$ cat config.mk
export PLATFORM = sky130hd
export DESIGN_NAME = nand_prefetch_engine
export DESIGN_NICKNAME = d
export VERILOG_FILES = /design/src/rtl/nand_pf_pkg.sv /design/src/rtl/nand_pf_fifo.sv /design/src/rtl/nand_pf_blkcnt.sv /design/src/rtl/nand_pf_ctrl.sv /design/src/rtl/nand_prefetch_engine.sv
export SDC_FILE = /design/constraint.sdc
export NUM_CORES = 1
export LEC_CHECK = 0
export CORE_UTILIZATION = 39
export CTS_CLUSTER_DIAMETER = 60
export DETAILED_ROUTE_END_ITERATION = 12
export DONT_BUFFER_PORTS = 1
export SLEW_MARGIN = 0
export SYNTH_ARGS = -nofsm -noshare
export SYNTH_HDL_FRONTEND = slang
export SYNTH_SLANG_ARGS = --single-unit
$ cat constraint.sdc
create_clock -name clk -period 2.2 [get_ports clk]
set_clock_uncertainty 0.05 [all_clocks]
set_input_delay 0 -clock clk [delete_from_list [all_inputs] [get_ports clk]]
set_output_delay 0 -clock clk [all_outputs]
set_load 0.03 [all_outputs]
$ cat src/rtl/nand_pf_pkg.sv
package nand_pf_pkg;
  typedef enum logic [1:0] {
    PF_IDLE  = 2'd0,
    PF_FILL  = 2'd1,
    PF_DRAIN = 2'd2,
    PF_DONE  = 2'd3
  } pf_state_t;
endpackage

$ cat src/rtl/nand_pf_fifo.sv
module nand_pf_fifo #(
  parameter int DATA_W = 8,
  parameter int DEPTH  = 16
) (
  input  logic                          clk,
  input  logic                          rst_n,
  input  logic                          clr,
  input  logic                          push,
  input  logic [DATA_W-1:0]             wdata,
  input  logic                          pop,
  output logic [DATA_W-1:0]             rdata,
  output logic [$clog2(DEPTH+1)-1:0]    count
);
  localparam int AW = (DEPTH > 1) ? $clog2(DEPTH) : 1;
  localparam int CW = $clog2(DEPTH + 1);

  logic [DATA_W-1:0] mem [DEPTH];
  logic [AW-1:0] wr_ptr, rd_ptr, wr_ptr_nxt, rd_ptr_nxt;
  logic [CW-1:0] count_nxt;

  function automatic logic [AW-1:0] ptr_inc(input logic [AW-1:0] p);
    return (p == AW'(DEPTH - 1)) ? '0 : p + 1'b1;
  endfunction

  always_comb begin
    wr_ptr_nxt = wr_ptr;
    rd_ptr_nxt = rd_ptr;
    count_nxt  = count;
    if (clr) begin
      wr_ptr_nxt = '0;
      rd_ptr_nxt = '0;
      count_nxt  = '0;
    end else begin
      if (push) wr_ptr_nxt = ptr_inc(wr_ptr);
      if (pop)  rd_ptr_nxt = ptr_inc(rd_ptr);
      case ({push, pop})
        2'b10:   count_nxt = count + 1'b1;
        2'b01:   count_nxt = count - 1'b1;
        default: count_nxt = count;
      endcase
    end
  end

  always_ff @(posedge clk or negedge rst_n) begin
    if (!rst_n) begin
      wr_ptr <= '0;
      rd_ptr <= '0;
      count  <= '0;
    end else begin
      wr_ptr <= wr_ptr_nxt;
      rd_ptr <= rd_ptr_nxt;
      count  <= count_nxt;
    end
  end

  always_ff @(posedge clk) begin
    if (push && !clr) mem[wr_ptr] <= wdata;
  end

  assign rdata = mem[rd_ptr];
endmodule

$ cat src/rtl/nand_pf_blkcnt.sv
module nand_pf_blkcnt #(
  parameter int CNT_W = 8
) (
  input  logic             clk,
  input  logic             rst_n,
  input  logic             load,
  input  logic [CNT_W-1:0] load_val,
  input  logic             dec,
  output logic             zero
);
  logic [CNT_W-1:0] value, value_nxt;

  always_comb begin
    value_nxt = value;
    if (load)                  value_nxt = load_val;
    else if (dec && value != 0) value_nxt = value - 1'b1;
  end

  always_ff @(posedge clk or negedge rst_n) begin
    if (!rst_n) value <= '0;
    else        value <= value_nxt;
  end

  assign zero = (value == '0);
endmodule

$ cat src/rtl/nand_pf_ctrl.sv
module nand_pf_ctrl
  import nand_pf_pkg::*;
#(
  parameter int DEPTH = 16
) (
  input  logic                        clk,
  input  logic                        rst_n,
  input  logic                        enable,
  input  logic [$clog2(DEPTH+1)-1:0]  fill_size,
  input  logic                        blk_cfg_zero,
  input  logic                        blk_zero,
  input  logic                        fl_ready,
  input  logic                        fl_ack,
  input  logic                        dma_rd,
  input  logic [$clog2(DEPTH+1)-1:0]  fifo_cnt,
  output pf_state_t                   state,
  output logic [$clog2(DEPTH+1)-1:0]  tgt,
  output logic                        fl_req,
  output logic                        push,
  output logic                        pop,
  output logic                        fifo_clr,
  output logic                        blk_load,
  output logic                        blk_dec
);
  localparam int CW = $clog2(DEPTH + 1);

  pf_state_t     state_nxt;
  logic [CW-1:0] tgt_nxt;
  logic [CW-1:0] tgt_clamped;
  logic [CW:0]   cnt_plus1;

  assign tgt_clamped = (fill_size == '0 || fill_size > CW'(DEPTH)) ? CW'(DEPTH) : fill_size;
  assign cnt_plus1   = {1'b0, fifo_cnt} + 1'b1;

  assign fl_req   = (state == PF_FILL) && fl_ready && (fifo_cnt < tgt);
  assign push     = fl_req && fl_ack;
  assign pop      = (state == PF_DRAIN) && dma_rd && (fifo_cnt != '0);
  assign fifo_clr = !enable;

  always_comb begin
    state_nxt = state;
    tgt_nxt   = tgt;
    blk_load  = 1'b0;
    blk_dec   = 1'b0;
    if (!enable) begin
      state_nxt = PF_IDLE;
    end else begin
      case (state)
        PF_IDLE: begin
          blk_load  = 1'b1;
          tgt_nxt   = tgt_clamped;
          state_nxt = blk_cfg_zero ? PF_DONE : PF_FILL;
        end
        PF_FILL: begin
          if (push && cnt_plus1 == {1'b0, tgt}) begin
            blk_dec   = 1'b1;
            state_nxt = PF_DRAIN;
          end
        end
        PF_DRAIN: begin
          if (pop && fifo_cnt == CW'(1))
            state_nxt = blk_zero ? PF_DONE : PF_FILL;
        end
        default: state_nxt = PF_DONE;
      endcase
    end
  end

  always_ff @(posedge clk or negedge rst_n) begin
    if (!rst_n) begin
      state <= PF_IDLE;
      tgt   <= '0;
    end else begin
      state <= state_nxt;
      tgt   <= tgt_nxt;
    end
  end
endmodule

$ cat src/rtl/nand_prefetch_engine.sv
module nand_prefetch_engine
  import nand_pf_pkg::*;
#(
  parameter int DATA_W = 8,
  parameter int DEPTH  = 16,
  parameter int CNT_W  = 8
) (
  input  logic                        clk,
  input  logic                        rst_n,
  input  logic                        cfg_enable,
  input  logic [$clog2(DEPTH+1)-1:0]  cfg_fill_size,
  input  logic [CNT_W-1:0]            cfg_block_count,
  input  logic                        fl_ready,
  output logic                        fl_rd_req,
  input  logic                        fl_rd_ack,
  input  logic [DATA_W-1:0]           fl_rd_data,
  output logic                        dma_req_n,
  input  logic                        dma_rd,
  output logic [DATA_W-1:0]           dma_rd_data,
  output logic                        done
);
  localparam int CW = $clog2(DEPTH + 1);

  logic          rst_meta, rst_core_n;
  pf_state_t     state;
  logic [CW-1:0] fifo_cnt, fill_tgt;
  logic          push, pop, fifo_clr, blk_load, blk_dec, blk_zero;

  always_ff @(posedge clk or negedge rst_n) begin
    if (!rst_n) begin
      rst_meta   <= 1'b0;
      rst_core_n <= 1'b0;
    end else begin
      rst_meta   <= 1'b1;
      rst_core_n <= rst_meta;
    end
  end

  nand_pf_ctrl #(.DEPTH(DEPTH)) u_ctrl (
    .clk          (clk),
    .rst_n        (rst_core_n),
    .enable       (cfg_enable),
    .fill_size    (cfg_fill_size),
    .blk_cfg_zero (cfg_block_count == '0),
    .blk_zero     (blk_zero),
    .fl_ready     (fl_ready),
    .fl_ack       (fl_rd_ack),
    .dma_rd       (dma_rd),
    .fifo_cnt     (fifo_cnt),
    .state        (state),
    .tgt          (fill_tgt),
    .fl_req       (fl_rd_req),
    .push         (push),
    .pop          (pop),
    .fifo_clr     (fifo_clr),
    .blk_load     (blk_load),
    .blk_dec      (blk_dec)
  );

  nand_pf_fifo #(.DATA_W(DATA_W), .DEPTH(DEPTH)) u_fifo (
    .clk   (clk),
    .rst_n (rst_core_n),
    .clr   (fifo_clr),
    .push  (push),
    .wdata (fl_rd_data),
    .pop   (pop),
    .rdata (dma_rd_data),
    .count (fifo_cnt)
  );

  nand_pf_blkcnt #(.CNT_W(CNT_W)) u_blkcnt (
    .clk      (clk),
    .rst_n    (rst_core_n),
    .load     (blk_load),
    .load_val (cfg_block_count),
    .dec      (blk_dec),
    .zero     (blk_zero)
  );

  assign dma_req_n = (state != PF_DRAIN);
  assign done      = (state == PF_DONE);
endmodule

Word level (Yosys, flattened, before mapping)
Memories as Yosys holds them, arrays and structs flattened.
Index checks and enable logic that the tools add are counted.
{"block": "totals", "ramBits": 128, "in_bits": 27, "latch_bits": 0, "regBits": 30, "rom_bits": 0, "elab_cells": 75, "output_inout_bits": 11, "memories": 1}
{"block": "op_classes", "n_div": 0, "n_mux": 24, "n_reduce_logical": 19, "bitwise": 0, "multipliers": 0, "eq_ne": 15, "order_cmp": 2, "shifts": 0, "n_addsub": 6}
{"memory": "u_fifo.mem", "depth": 16, "width": 8, "rd": 1, "rd_clocked_by_memory_dff": 0, "wr": 1, "line_no": "nand_pf_fifo.sv:17", "text": "logic [DATA_W-1:0] mem [DEPTH];"}
{"op": "$mux 4", "n": 6}
{"op": "$logic_not 8->1", "n": 2}
{"op": "$mux 8", "n": 2}
{"op": "$mux 2", "n": 5}
{"op": "$mux 5", "n": 2}
{"op": "$pmux 5 s2", "n": 1}
{"op": "$logic_and 1x1->1", "n": 9}
{"op": "$add 4x1->4 const B", "n": 2}
{"op": "$eq 4x4->1 const B", "n": 2}
{"op": "$reduce_bool 8->1", "n": 1}
{"op": "$sub 8x1->8 const B", "n": 1}
{"op": "$mux 1", "n": 7}
{"op": "$add 5x1->6 const B", "n": 1}
{"op": "$eq 2x2->1 const B", "n": 3}
{"op": "$eq 6x5->1", "n": 1}
{"op": "$ne 3x3->1 const B", "n": 2}
{"op": "$pmux 2 s3", "n": 1}
{"op": "$add 5x1->5 const B", "n": 1}
{"op": "$eq 5x1->1 const B", "n": 1}
{"op": "$gt 5x5->1 const B", "n": 1}
{"op": "$logic_not 5->1", "n": 1}
{"op": "$lt 5x5->1", "n": 1}
{"op": "$reduce_bool 5->1", "n": 1}
{"op": "$sub 5x1->5 const B", "n": 1}
{"op": "8 further kinds", "n": 11}

Longest topological paths before layout
Gate-level depths: netlist of the first run.
{"block": "logic_depth", "depth_word": 11, "depth_mapped": 9, "depth_no_buf": 8}

By module
Synthesis of the first run repeated with hierarchy kept, for this count alone.
{"block": "hier_totals", "hier_cells": 493, "hier_area_um2": 7149.4}
{"mod": "nand_pf_fifo", "n_inst": 1, "area_per_inst_um2": 5841.9, "cells_per_inst": 352}
{"mod": "nand_pf_ctrl", "n_inst": 1, "area_per_inst_um2": 694.4, "cells_per_inst": 75}
{"mod": "nand_pf_blkcnt", "n_inst": 1, "area_per_inst_um2": 528.0, "cells_per_inst": 58}
{"mod": "nand_prefetch_engine", "n_inst": 1, "area_per_inst_um2": 85.1, "cells_per_inst": 8}

Worst setup path after synthesis of the first run
OpenSTA, ideal clock, no wires.
{"block": "synth_path", "path_kind": "register to register", "startpoint": "register u_fifo.count[1]", "endpoint": "memory u_fifo.mem[0][0], enable pin", "setup_slack_ps": -167, "arrival_ps": 1985, "setup_time_ps": 332, "n_path_buf": 0, "required_ps": 1818, "path_stages_with_launch": 7, "path_cell_list": "dfrtp_1 > ha_1 > nor2b_1 > o2111ai_4 > nand4_1 > nor4b_1 > and2_1"}
{"block": "synth_via", "elab_chain_cells": 6}
{"item": "start: declaration", "line_no": "nand_pf_fifo.sv:12", "text": "output logic [$clog2(DEPTH+1)-1:0] count"}
{"item": "start signal: assignment", "line_no": "nand_pf_fifo.sv:52", "text": "count <= count_nxt;"}
{"item": "$lt 5x5->1", "line_no": "nand_pf_ctrl.sv:35", "text": "assign fl_req = (state == PF_FILL) && fl_ready && (fifo_cnt < tgt);"}
{"item": "$logic_and 1x1->1", "line_no": "nand_pf_ctrl.sv:35"}
{"item": "$logic_and 1x1->1", "line_no": "nand_pf_ctrl.sv:36", "text": "assign push = fl_req && fl_ack;"}
{"item": "$logic_and 1x1->1", "line_no": "nand_pf_fifo.sv:57", "text": "if (push && !clr) mem[wr_ptr] <= wdata;"}
{"item": "$mux 1", "line_no": "nand_pf_fifo.sv:57"}
{"item": "$mux 1 (implied by the code)", "line_no": "nand_pf_fifo.sv:57"}
{"item": "end: declaration", "line_no": "nand_pf_fifo.sv:17"}
No other way between the ends.

Worst setup path after layout of the first run
{"block": "layout_path", "startpoint": "register u_fifo.rd_ptr[0]", "endpoint": "output port dma_rd_data[7]"}
{"block": "layout_via", "elab_chain_cells": 1}
{"item": "start: declaration", "line_no": "nand_pf_fifo.sv:18", "text": "logic [AW-1:0] wr_ptr, rd_ptr, wr_ptr_nxt, rd_ptr_nxt;"}
{"item": "start signal: assignment", "line_no": "nand_pf_fifo.sv:51", "text": "rd_ptr <= rd_ptr_nxt;"}
{"item": "$mem_v2 16x8"}
{"item": "end: declaration", "line_no": "nand_prefetch_engine.sv:19", "text": "output logic [DATA_W-1:0] dma_rd_data,"}
No other way between the ends.

==> results of run 1 <==
metal layers:
metal,track usage (%),up-vias,wire [um]
met5,0,-,0
met4,8.00,0,402
met3,3.52,34,718
met2,30.0,106,8670
met1,24.4,2293,7120
li1,-,2076,-
cell type report:
cell class | count | area share (%)
inverter | 13 | 0.532
timing repair buffer | 98 | 10.5
tap | 229 | 3.12
clock buffer | 18 | 4.68
sequential | 158 | 50.1
multi-input combinational | 295 | 29.4
clock inverter | 14 | 1.66
kinds of logic after synthesis:
family | Yosys count
muxes | 53
DFF | 158
buffers and inverters | 35
adders and majority gates | 16
AOI/OAI and AO/OA | 81
other | 1
and+or+nand+nor | 133
xor gates and xnor gates | 11
final timing paths:
check	start	endpoint	slack, ns	cells after the start
min	fl_rd_ack	u_fifo.wr_ptr[0]$_DFFE_PN0P_	-0.01	4
min in group asynchronous	rst_core_n$_DFF_PN0_	u_blkcnt.value[4]$_DFFE_PN0P_	0.21	1
max reg2reg	u_fifo.count[1]$_DFFE_PN0P_	u_fifo.mem[5][6]$_DFFE_PP_	-0.04	8
max in group asynchronous	rst_core_n$_DFF_PN0_	u_fifo.rd_ptr[0]$_DFFE_PN0P_	1.57	1
min reg2reg	rst_core_n$_DFF_PN0_	u_blkcnt.value[4]$_DFFE_PN0P_	0.21	1
max	u_fifo.rd_ptr[0]$_DFFE_PN0P_	dma_rd_data[7]	-0.05	7
cells in the final DEF, fill, tap and decap left out, types with 4 or more instances in the layout:
cell type	n
sky130_fd_sc_hd__and2_4	14
sky130_fd_sc_hd__xor2_1	4
sky130_fd_sc_hd__nor2_1	18
sky130_fd_sc_hd__xnor2_1	7
sky130_fd_sc_hd__edfxtp_1	128
sky130_fd_sc_hd__a21oi_1	9
sky130_fd_sc_hd__nor3_1	5
sky130_fd_sc_hd__dfrtp_1	28
sky130_fd_sc_hd__nand4_1	5
sky130_fd_sc_hd__nand2_2	6
sky130_fd_sc_hd__nand2_1	24
sky130_fd_sc_hd__and2_1	7
sky130_fd_sc_hd__o21ai_1	11
sky130_fd_sc_hd__dlygate4sd3_1	30
sky130_fd_sc_hd__a22oi_1	4
sky130_fd_sc_hd__buf_12	6
sky130_fd_sc_hd__buf_4	52
sky130_fd_sc_hd__mux2i_1	27
sky130_fd_sc_hd__mux4_2	16
sky130_fd_sc_hd__clkinvlp_4	5
sky130_fd_sc_hd__nand2b_1	4
sky130_fd_sc_hd__mux2_2	8
sky130_fd_sc_hd__nand3_1	7
sky130_fd_sc_hd__a221oi_2	8
sky130_fd_sc_hd__a22oi_2	5
sky130_fd_sc_hd__buf_6	7
sky130_fd_sc_hd__o21ai_0	13
sky130_fd_sc_hd__ha_1	14
sky130_fd_sc_hd__inv_1	11
sky130_fd_sc_hd__a31oi_1	7
sky130_fd_sc_hd__a21oi_2	5
sky130_fd_sc_hd__clkbuf_16	20
power by group through the flow:
stage	Combinational (uW)	Clock [uW]	Sequential [uW]
2_1_floorplan	302	0	3400
3_3_place_gp	468	0	3400
3_5_place_dp	477	0	3400
4_1_cts	663	2910	3330
5_1_grt	760	3040	3340
6_report	698	2860	3340
worst register-to-register path, cell delays in order, from the launching register on:
cell                        delay, ns
sky130_fd_sc_hd__dfrtp_1         0.41
sky130_fd_sc_hd__ha_1            0.30
sky130_fd_sc_hd__nor2b_4         0.13
sky130_fd_sc_hd__o2111ai_4       0.20
sky130_fd_sc_hd__buf_6           0.14
sky130_fd_sc_hd__nand3_4         0.10
sky130_fd_sc_hd__nor3b_2         0.21
sky130_fd_sc_hd__buf_4           0.17
sky130_fd_sc_hd__and2_4          0.22
stage by stage:
step                utilization [%]  power [uW]  TNS [ns]
CTS                            49.5        6910    -0.649
global placement               43.3        3870     -9.45
floorplan                         -        3700     -3.30
global route                   51.2        7140    -11.73
detailed placement             43.3        3880    -11.01
finish                         51.2        6900     -1.01
timing repair:
item | in CTS | in global routing
endpoints found under the hold margin | 188 | 0
setup endpoints to repair | 136 | 146
pin swaps | 12 | 22
setup buffers | 12 | 14
gates resized for setup | 52 | 42
hold buffers | 30 | 0
cloned | 1 | 3
sequential cells by signal (all words and copies together), names as in the netlist, 2 cells and up:
| register | cells |
|---|---|
| u_fifo.mem | 128 |
| u_blkcnt.value | 8 |
| u_ctrl.tgt | 5 |
| u_fifo.count | 5 |
| u_fifo.rd_ptr | 4 |
| u_fifo.wr_ptr | 4 |
| u_ctrl.state | 2 |
==> flow_summary.rst, run 1 <==
.. list-table::
   :header-rows: 1

   * - Metric
     - Value
   * - Critical path's largest stage delay
     - 0.56 ns
   * - Sequential share of the synthesized area
     - 64.5%
   * - Maximum fanout encountered on the critical timing path
     - 9
   * - Critical path data arrival time
     - 2.20 ns
   * - Die Outline Area
     - 18800 sq um
   * - Clock network fraction of design power
     - 41.5%
   * - Compound-gate portion of the synthesized area
     - 7.82%
   * - Slowest cell on the critical path
     - sky130_fd_sc_hd__dfrtp_4
   * - Combinational group share of total power
     - 10.1%
   * - Diode insertion count for antenna repair
     - 0
   * - Sequential power share
     - 48.4%
   * - Reported net switching power
     - 1670 uW
   * - Net Sw Frac
     - 24.3%
   * - FF+latch area
     - 4600 sq um
   * - Class of the tightest hold or removal check
     - input port to register
   * - Per-cell via count in the routed design
     - 5.47
   * - Shortest period the worst path allows
     - 2.25 ns
   * - Cell internal pwr
     - 5230 uW
   * - Multi-input combinational cell area
     - 2690 sq um
   * - Fraction of post-synthesis cell area in the top cell type by area
     - 54.0%
   * - # rows
     - 49
   * - Number of buffer cells added on primary ports
     - 0
   * - Die W
     - 137 um
   * - Fraction of layout cells with a size suffix above 1
     - 34.1%
   * - Worst-case headroom to the max-slew limit
     - 48.3%
   * - Type of the setup path with the least slack
     - register to output port
   * - Xor and xnor area share after synthesis
     - 1.35%
   * - Count of final hold-check violations
     - 1
   * - Critical path buffer and inverter count
     - 3
   * - HPWL after DPL
     - 10600 um
   * - Most area-consuming cells after synthesis
     - sky130_fd_sc_hd__edfxtp_1 54%, sky130_fd_sc_hd__dfrtp_1 11%, sky130_fd_sc_hd__mux4_2 5.1%, sky130_fd_sc_hd__mux2i_1 3.9%, sky130_fd_sc_hd__ha_1 2.8%
   * - # clock sinks
     - 158
   * - Fillers
     - 1489
   * - Number of enable-type register cells in the synthesized netlist
     - 128
   * - CTS clock-pin slew for the worst setup and hold paths
     - 0.07 ns
   * - Final-report max-slew violation count
     - 0
   * - Count of nets left with antenna violations after detail routing
     - 0
   * - Net count after synthesis
     - 531
   * - Core Footprint
     - 17900 sq um
   * - Pin count of the biggest net entering global routing
     - 29
   * - Gr ovfl total
     - 0
   * - Multiplexer area fraction after synthesis
     - 10.5%
   * - Top cells by instance count after synthesis
     - 128 x sky130_fd_sc_hd__edfxtp_1, 32 x sky130_fd_sc_hd__nand2_1, 30 x sky130_fd_sc_hd__dfrtp_1, 28 x sky130_fd_sc_hd__mux2i_1, 25 x sky130_fd_sc_hd__o21ai_0
   * - Dominant combinational cell family by area after synthesis
     - simple AND/OR/NAND/NOR gates
   * - Number of unique standard cell types used by synthesis
     - 63
   * - Worst Slack Setup Final
     - -0.0513 ns
   * - Element type at the critical path end
     - output port
   * - Adder-cell share of the synthesized area
     - 2.81%
   * - DR DRC count
     - 0
   * - Final std cell area, no fill
     - 9170 sq um
   * - CP cell instances
     - buf_4 -> clkbuf_16 -> buf_4 -> mux2i_1 -> a21oi_2 -> o21ai_1 -> nand2_2
   * - Setup repair after global routing missed its margin
     - true
   * - Hold slack final
     - -0.0114 ns
   * - Violated checks
     - hold timing, setup timing
   * - Inst Count DP
     - 739
   * - Data required time of the critical path
     - 2.15 ns
   * - Total CTS buffers
     - 17
   * - Startpoint Class
     - register
   * - Library cell used as clock root buffer
     - sky130_fd_sc_hd__clkbuf_16
   * - Total routing usage reported by global routing
     - 18.6%
   * - Biggest area consumer among synthesized cells
     - sky130_fd_sc_hd__edfxtp_1
   * - Final setup fails
     - 44
   * - CP most frequent cell
     - sky130_fd_sc_hd__buf_4
   * - H-tree levels
     - 4
   * - Io pins
     - 38
   * - Insertion delay of the later-clocked pin in the worst-skew pair
     - 0.43 ns
   * - Upper clock frequency limit
     - 444 MHz
   * - First-pass GRT wire length
     - 25000 um
   * - Share of async-settable or async-resettable flops after synthesis
     - 19.0%
   * - Vias after detailed routing
     - 4509
   * - Part of the cycle the worst path needs
     - 102%
   * - Number of synthesized register bits
     - 158
   * - Cell count after synthesis
     - 488
   * - Antenna violations before repair
     - 0
   * - Final layout net count
     - 626
   * - Layout-stage area growth over the synthesis result
     - 28.8%
   * - Total leakage power
     - 0.00320 uW
   * - Dominant register cell in the synthesized netlist
     - sky130_fd_sc_hd__edfxtp_1
   * - Kind of cell adding the most delay to the critical path
     - flip-flops
   * - Pwr dens
     - 752 nW/um^2
   * - Total wire length after detailed routing
     - 16900 um
   * - Most common cell in the synthesized netlist
     - sky130_fd_sc_hd__edfxtp_1
   * - Max capacitance violation total
     - 0
   * - Post-Place Cell Area
     - 7750 sq um
   * - Die extent in y
     - 137 um
   * - Initial core utilization
     - 39.8%
   * - Post-Syn Area per Cell
     - 14.6 sq um
   * - Result of the run
     - finished, violations left
   * - Pin slew with the least headroom to its limit
     - 0.774 ns
   * - Simple-Gate Fraction of Synth Area
     - 10.8%
   * - CTS tree
     - built
   * - Detailed-route wire length per cell
     - 20.5 um
   * - Worst setup timing slack at the placement stage
     - -0.167 ns
   * - Count of routing violations after the opening detailed-route iteration
     - 297
   * - Synth Cell Area
     - 7120 sq um
   * - Weighted congestion at the end of routability-driven global placement
     - 0.830
   * - Post-layout instance count excluding filler cells
     - 825
   * - Max IR drop VDD
     - 542 uV
   * - Maximum count of clock buffers along a single path
     - 2
   * - Syn. warnings
     - 0
   * - Via count of the first global-routing pass
     - 4300
   * - First-pass DRT Iterations
     - 5
Note: power is estimated with default switching activity, not from simulation.
==> inputs of run 2 (changes only) <==
==> constraint.sdc (replaced) <==
create_clock -name clk -period 2.2 [get_ports clk]
set_clock_uncertainty 0.05 [all_clocks]
set_input_delay 0.33 -clock clk [delete_from_list [all_inputs] [get_ports clk]]
set_output_delay 0.33 -clock clk [all_outputs]
set_load 0.03 [all_outputs]
==> run 2 against run 1 <==
Against the previous run:
- the run ends with setup timing left
- non-clock buffer count down 18
- sequential share of layout area fell by 0.63 points
- power rose by 2.1%
- first-iteration DRC count increased by 5.1%
- routed wire length rose by 4.5%
- clock power is 3% higher
- final area is 1.2% higher
- via count rose by 1.0%
- combinational power grew 5.4%
- setup slack got worse by 0.22 ns
- die area did not move
- critical path type unchanged
- critical endpoint is now dma_rd_data[6]
- largest power group unchanged
==> flow_summary.rst, run 2 (synthesis gave the netlist of run 1 again) <==
.. list-table::
   :header-rows: 1

   * - Metric
     - Value
   * - HPWL after DPL
     - 11100 um (+4.7%)
   * - H-tree levels
     - 4 (unchanged)
   * - Element type at the critical path end
     - output port
   * - Final std cell area, no fill
     - 9290 sq um (+1.2%)
   * - Fraction of layout cells with a size suffix above 1
     - 39.6% (+5.6 points)
   * - Post-Place Cell Area
     - 7790 sq um (+0.58%)
   * - Class of the tightest hold or removal check
     - input port to register
   * - Maximum count of clock buffers along a single path
     - 2 (unchanged)
   * - Insertion delay of the later-clocked pin in the worst-skew pair
     - 0.43 ns (about the same)
   * - Library cell used as clock root buffer
     - sky130_fd_sc_hd__clkbuf_16
   * - Largest registers
     - u_fifo.mem (128), u_blkcnt.value (8)
   * - Number of buffer cells added on primary ports
     - 0 (unchanged)
   * - Type of the setup path with the least slack
     - register to output port
   * - Part of the cycle the worst path needs
     - 112% (+9.8 points)
   * - First-pass DRT Iterations
     - 4 (-1)
   * - Total leakage power
     - 0.00321 uW (+0.42%)
   * - Die Outline Area
     - 18800 sq um (unchanged)
   * - Vias after detailed routing
     - 4554 (+1.0%)
   * - Final-report max-slew violation count
     - 0 (unchanged)
   * - Multi-input combinational cell area
     - 2920 sq um (+8.4%)
   * - Count of nets left with antenna violations after detail routing
     - 0 (unchanged)
   * - Shortest period the worst path allows
     - 2.47 ns (+0.215 ns)
   * - Pin count of the biggest net entering global routing
     - 29 (unchanged)
   * - First-pass GRT wire length
     - 27000 um (+8.2%)
   * - Critical R2R Launch
     - u_fifo.count[1]$_DFFE_PN0P_
   * - Hold slack final
     - 0.0174 ns (+0.0288 ns)
   * - Most frequent cells in the layout
     - 128 x sky130_fd_sc_hd__edfxtp_1, 44 x sky130_fd_sc_hd__buf_4, 27 x sky130_fd_sc_hd__dfrtp_1, 21 x sky130_fd_sc_hd__nand2_1, 18 x sky130_fd_sc_hd__mux2i_1
   * - Data required time of the critical path
     - 1.82 ns (-0.33 ns)
   * - Die extent in y
     - 137 um (unchanged)
   * - Violated checks
     - setup timing
   * - DR DRC count
     - 0 (unchanged)
   * - Total CTS buffers
     - 17 (unchanged)
   * - Reg-to-reg setup timing slack
     - -0.15 ns (-0.11 ns)
   * - Max IR drop VDD
     - 580 uV (+7.0%)
   * - CTS tree
     - built
   * - Maximum fanout encountered on the critical timing path
     - 6 (-3)
   * - Weighted congestion at the end of routability-driven global placement
     - 0.911 (+9.7%)
   * - Startpoint Class
     - register
   * - Worst R2R Path Depth
     - 9 (+1)
   * - Detailed-route wire length per cell
     - 21.9 um (+6.8%)
   * - Die W
     - 137 um (unchanged)
   * - Count of final hold-check violations
     - 0 (-1)
   * - Worst Slack Setup Final
     - -0.267 ns (-0.215 ns)
   * - CTS clock-pin slew for the worst setup and hold paths
     - 0.07 ns (about the same)
   * - Total routing usage reported by global routing
     - 20.1% (+1.5 points)
   * - # rows
     - 49 (unchanged)
   * - Fillers
     - 1474 (-1.0%)
   * - Worst-case headroom to the max-slew limit
     - 46.8% (-1.5 points)
   * - Global-route layer with the greatest usage
     - met2
   * - Layout-stage area growth over the synthesis result
     - 30.4%
   * - Gr ovfl total
     - 0 (unchanged)
   * - Met3 usage in global routing
     - 4.56% (+1.0 points)
   * - Per-cell via count in the routed design
     - 5.64 (+3.3%)
   * - Diode insertion count for antenna repair
     - 0 (unchanged)
   * - Via count of the first global-routing pass
     - 4636 (+7.8%)
   * - First element of the critical path
     - u_fifo.rd_ptr[0]$_DFFE_PN0P_
   * - Upper clock frequency limit
     - 405 MHz (-8.7%)
   * - Total wire length after detailed routing
     - 17700 um (+4.5%)
   * - Critical path data arrival time
     - 2.09 ns (-0.11 ns)
   * - Most common cell after layout, fill and taps aside
     - sky130_fd_sc_hd__edfxtp_1
   * - Largest register by flop count
     - u_fifo.mem
   * - # clock sinks
     - 158 (unchanged)
   * - Worst Setup EP
     - dma_rd_data[6]
   * - Pwr dens
     - 759 nW/um^2 (+0.88%)
   * - Io pins
     - 38 (unchanged)
   * - Core Footprint
     - 17900 sq um (unchanged)
   * - Antenna violations before repair
     - 0 (unchanged)
   * - Met1 Track Usage GR
     - 26.3% (+1.9 points)
   * - Flip-flop count of the largest register, all copies and words added
     - 128 (unchanged)
   * - Result of the run
     - finished, violations left
   * - Count of routing violations after the opening detailed-route iteration
     - 312 (+5.1%)
   * - FF+latch area
     - 4600 sq um (about the same)
   * - Final setup fails
     - 47 (+6.8%)
   * - Pin slew with the least headroom to its limit
     - 0.796 ns (+0.0223 ns)
   * - Capture point of the worst reg-to-reg path
     - u_blkcnt.value[3]$_DFFE_PN0P_
   * - Max capacitance violation total
     - 0 (unchanged)
   * - Initial core utilization
     - 39.8% (unchanged)
   * - Met2 GRT Util
     - 32.1% (+2.1 points)
   * - Setup repair after global routing missed its margin
     - true
   * - Final layout net count
     - 608 (-2.9%)
## run 2: through the flow
stage               setup WS [ns]  TNS [ns]  util (%)  std cells  total power, uW
finish                     -0.267     -3.84      51.9        807             7050
global placement           -0.322    -23.41      43.5        745             3860
floorplan                 -0.0963     -3.30         -        488             3700
detailed placement         -0.363    -25.87      43.5        745             3870
global route               -0.339    -12.46      51.9        807             7280
CTS                        -0.289     -8.74      50.7        801             7000
## run 2: worst min path at each step
| stage | from | endpoint | slack [ns] | cells past startpoint |
|---|---|---|---|---|
| 2_1_floorplan | rst_n | rst_core_n$_DFF_PN0_ | -0.02 | 0 |
| 3_3_place_gp | rst_n | rst_meta$_DFF_PN0_ | -0.02 | 0 |
| 3_5_place_dp | rst_n | rst_meta$_DFF_PN0_ | -0.02 | 0 |
| 4_1_cts | cfg_fill_size[2] | u_ctrl.tgt[2]$_DFFE_PN0P_ | 0.0008 | 2 |
| 5_1_grt | cfg_block_count[5] | u_blkcnt.value[5]$_DFFE_PN0P_ | 0.03 | 2 |
| 6_report | cfg_fill_size[2] | u_ctrl.tgt[2]$_DFFE_PN0P_ | 0.02 | 2 |
## run 2: layer usage
metal,part of all wire [%],up-vias
met3,5.7,31
li1,-,2042
met1,42,2353
met2,50,128
met4,2.1,0
met5,0,-
## run 2: worst max-delay path, stage by stage, from the launching register on
cell	delay, ns
sky130_fd_sc_hd__dfrtp_2	0.43
sky130_fd_sc_hd__buf_12	0.14
sky130_fd_sc_hd__buf_12	0.13
sky130_fd_sc_hd__mux2_2	0.35
sky130_fd_sc_hd__o21ai_2	0.18
sky130_fd_sc_hd__a21oi_2	0.09
sky130_fd_sc_hd__o21ai_2	0.20
sky130_fd_sc_hd__nand2_2	0.15
## run 2: repair_timing
action | 4_1_cts | 5_1_grt
hold buffers | 14 | 0
gates resized for setup | 118 | 36
endpoints found under the hold margin | 149 | 0
pin swaps | 29 | 31
setup buffers | 11 | 8
cloned | 3 | 0
setup endpoints to repair | 139 | 148
## run 2: report_power, final
part | leakage [uW] | internal (uW) | total, uW | switching, uW
Combinational | 0.00139 | 358 | 736 | 377
Sequential | 0.00153 | 3290 | 3350 | 62.4
Clock | 0.000298 | 1550 | 2960 | 1410
Total | 0.00321 | 5200 | 7050 | 1850
## run 2: area by class of cell
class | instances | area share, %
timing repair buffer | 80 | 8.88
multi-input combinational | 295 | 31.4
inverter | 13 | 0.552
sequential | 158 | 49.5
clock inverter | 15 | 1.98
tap | 229 | 3.09
clock buffer | 17 | 4.58
==> inputs of run 3 (changes only) <==
HOLD_SLACK_MARGIN = 0.06   (was default)
==> run 3 against run 2 <==
Against the previous run:
- the flow still finishes with violations (setup timing)
- die area stayed put
- highest routed layer unchanged
- global-route usage is 0.071 points higher
- sequential power hardly changed
==> flow_summary.rst, run 3 (synthesis gave the netlist of run 1 again) <==
.. list-table::
   :header-rows: 1

   * - Metric
     - Value
   * - CTS clock-pin slew for the worst setup and hold paths
     - 0.07 ns (about the same)
   * - Post-layout utilization of the core
     - 52.3% (+0.45 points)
   * - Final layout net count
     - 616 (+1.3%)
   * - Result of the run
     - finished, violations left
   * - Worst R2R Path Depth
     - 9 (unchanged)
   * - Shortest period the worst path allows
     - 2.47 ns (+0.00813 ns)
   * - # clock sinks
     - 158 (unchanged)
   * - Cell internal pwr
     - 5200 uW (+0.19%)
   * - DR DRC count
     - 0 (unchanged)
   * - Post-layout instance count excluding filler cells
     - 815 (+0.99%)
   * - Largest register by flop count
     - u_fifo.mem
   * - Type of the setup path with the least slack
     - register to output port
   * - Critical path data arrival time
     - 2.09 ns (about the same)
   * - Die extent in y
     - 137 um (unchanged)
   * - Per-cell via count in the routed design
     - 5.70 (+0.95%)
   * - Library cell used as clock root buffer
     - sky130_fd_sc_hd__clkbuf_16
   * - Total CTS buffers
     - 17 (unchanged)
   * - Final-report max-slew violation count
     - 0 (unchanged)
   * - Data required time of the critical path
     - 1.82 ns (about the same)
   * - Violated checks
     - setup timing
   * - CTS tree
     - built
   * - Upper clock frequency limit
     - 404 MHz (-0.33%)
   * - Part of the cycle the worst path needs
     - 112% (+0.37 points)
   * - Flip-flop count of the largest register, all copies and words added
     - 128 (unchanged)
   * - Net Sw Frac
     - 26.4% (+0.12 points)
   * - # rows
     - 49 (unchanged)
   * - Clock network fraction of design power
     - 42.1% (about the same)
   * - Most frequent cells in the layout
     - 128 x sky130_fd_sc_hd__edfxtp_1, 44 x sky130_fd_sc_hd__buf_4, 27 x sky130_fd_sc_hd__dfrtp_1, 22 x sky130_fd_sc_hd__dlygate4sd3_1, 21 x sky130_fd_sc_hd__nand2_1
   * - Pin count of the biggest net entering global routing
     - 29 (unchanged)
   * - Die Outline Area
     - 18800 sq um (unchanged)
   * - Combinational group share of total power
     - 10.5% (about the same)
   * - Total wire length after detailed routing
     - 17800 um (+0.52%)
   * - Fillers
     - 1468 (-0.41%)
   * - Antenna violations before repair
     - 0 (unchanged)
   * - Total routing usage reported by global routing
     - 20.2% (+0.071 points)
   * - Inst Count DP
     - 745 (unchanged)
   * - Count of final hold-check violations
     - 0 (unchanged)
   * - Max IR drop VDD
     - 582 uV (+0.31%)
   * - Critical R2R Launch
     - u_fifo.count[1]$_DFFE_PN0P_
   * - Total leakage power
     - 0.00324 uW (+1.0%)
   * - Setup repair after global routing missed its margin
     - true
   * - Count of routing violations after the opening detailed-route iteration
     - 328 (+5.1%)
   * - Diode insertion count for antenna repair
     - 0 (unchanged)
   * - H-tree levels
     - 4 (unchanged)
   * - Reported net switching power
     - 1870 uW (+0.81%)
   * - Element type at the critical path end
     - output port
   * - Number of buffer cells added on primary ports
     - 0 (unchanged)
   * - Vias after detailed routing
     - 4643 (+2.0%)
   * - Fraction of layout cells with a size suffix above 1
     - 39.1% (-0.54 points)
   * - Weighted congestion at the end of routability-driven global placement
     - 0.911 (unchanged)
   * - Worst-case headroom to the max-slew limit
     - 48.4% (+1.7 points)
   * - HPWL after DPL
     - 11100 um (unchanged)
   * - Capture point of the worst reg-to-reg path
     - u_blkcnt.value[3]$_DFFE_PN0P_
   * - Sequential power share
     - 47.3% (-0.2 points)
   * - Largest registers
     - u_fifo.mem (128), u_blkcnt.value (8)
   * - Pin slew with the least headroom to its limit
     - 0.771 ns (-0.0251 ns)
   * - Startpoint Class
     - register
   * - Final setup fails
     - 49 (+4.3%)
   * - Max capacitance violation total
     - 0 (unchanged)
   * - Count of nets left with antenna violations after detail routing
     - 0 (unchanged)
   * - Core Footprint
     - 17900 sq um (unchanged)
   * - Insertion delay of the later-clocked pin in the worst-skew pair
     - 0.43 ns (about the same)
   * - Io pins
     - 38 (unchanged)
   * - Initial core utilization
     - 39.8% (unchanged)
   * - Detailed-route wire length per cell
     - 21.8 um (-0.47%)
   * - Via count of the first global-routing pass
     - 4657 (+0.45%)
   * - First-pass DRT Iterations
     - 5 (+1)
   * - First-pass GRT wire length
     - 27200 um (+0.54%)
   * - Maximum fanout encountered on the critical timing path
     - 6 (unchanged)
   * - Pwr dens
     - 755 nW/um^2 (-0.51%)
   * - Reg-to-reg setup timing slack
     - -0.15 ns (about the same)
   * - Die W
     - 137 um (unchanged)
   * - Layout-stage area growth over the synthesis result
     - 31.6%
   * - Worst Slack Setup Final
     - -0.275 ns (-0.00813 ns)
   * - Maximum count of clock buffers along a single path
     - 2 (unchanged)
   * - Most common cell after layout, fill and taps aside
     - sky130_fd_sc_hd__edfxtp_1
   * - Gr ovfl total
     - 0 (unchanged)
   * - Class of the tightest hold or removal check
     - input port to asynchronous set/reset pin
## run 3: how the worst max path moves through the flow
stage / from / end / slack, ns / depth (start not counted)
after floorplan: u_fifo.count[1]$_DFFE_PN0P_ / u_fifo.mem[0][0]$_DFFE_PP_ / -0.1 / 6
after global placement: u_fifo.count[1]$_DFFE_PN0P_ / u_fifo.mem[3][7]$_DFFE_PP_ / -0.32 / 7
after detailed placement: u_fifo.count[1]$_DFFE_PN0P_ / u_fifo.mem[3][7]$_DFFE_PP_ / -0.36 / 7
after CTS: u_fifo.rd_ptr[0]$_DFFE_PN0P_ / dma_rd_data[2] / -0.29 / 8
after global routing: u_fifo.rd_ptr[1]$_DFFE_PN0P_ / dma_rd_data[7] / -0.34 / 6
final: u_fifo.rd_ptr[0]$_DFFE_PN0P_ / dma_rd_data[6] / -0.27 / 7
## run 3: worst max-delay path: stages (launching register included)
cell                      delay (ns)
sky130_fd_sc_hd__dfrtp_2        0.43
sky130_fd_sc_hd__buf_12         0.14
sky130_fd_sc_hd__buf_12         0.13
sky130_fd_sc_hd__mux2_2         0.35
sky130_fd_sc_hd__o21ai_2        0.18
sky130_fd_sc_hd__a21oi_2        0.09
sky130_fd_sc_hd__o21ai_2        0.20
sky130_fd_sc_hd__nand2_2        0.15
## run 3: final cells by class
| class | instances | area (sq um) | share of cell area, % |
|---|---|---|---|
| clock buffer | 17 | 425 | 4.54 |
| clock inverter | 15 | 184 | 1.96 |
| inverter | 13 | 51.3 | 0.548 |
| multi-input combinational | 295 | 2920 | 31.1 |
| sequential | 158 | 4600 | 49.1 |
| tap | 229 | 287 | 3.06 |
| timing repair buffer | 88 | 905 | 9.66 |
## run 3: per-stage QoR
stage / hold slack, ns / cell area [sq um] / setup slack [ns] / setup TNS [ns] / power (uW)
6_report: 0.0689 / 9370 / -0.275 / -3.61 / 7070
2_1_floorplan: -0.0156 / 7150 / -0.0963 / -3.30 / 3700
3_5_place_dp: -0.0155 / 7790 / -0.363 / -25.87 / 3870
5_1_grt: 0.0622 / 9370 / -0.342 / -12.44 / 7290
3_3_place_gp: -0.0155 / 7790 / -0.322 / -23.41 / 3860
4_1_cts: 0.0609 / 9160 / -0.289 / -8.74 / 7010
## run 3: power groups by stage
stage	combinational (uW)	sequential, uW	clock [uW]
2_1_floorplan	302	3400	0
3_3_place_gp	458	3400	0
3_5_place_dp	470	3400	0
4_1_cts	673	3340	3000
5_1_grt	812	3350	3120
6_report	746	3350	2980
## run 3: timing repair
action	in CTS	in global routing
pin swaps	29	31
hold buffers	22	0
endpoints found under the hold margin	156	0
setup endpoints to repair	139	148
cloned	3	0
buffers inserted	11	8
resized for setup	118	36
## run 3: layer usage
layer	part of all wire (%)	up-vias	track usage, %
met2	50	143	32.2
li1	-	2057	-
met5	0	-	0
met1	43	2413	26.4
met4	2.0	0	8.42
met3	4.7	30	4.56
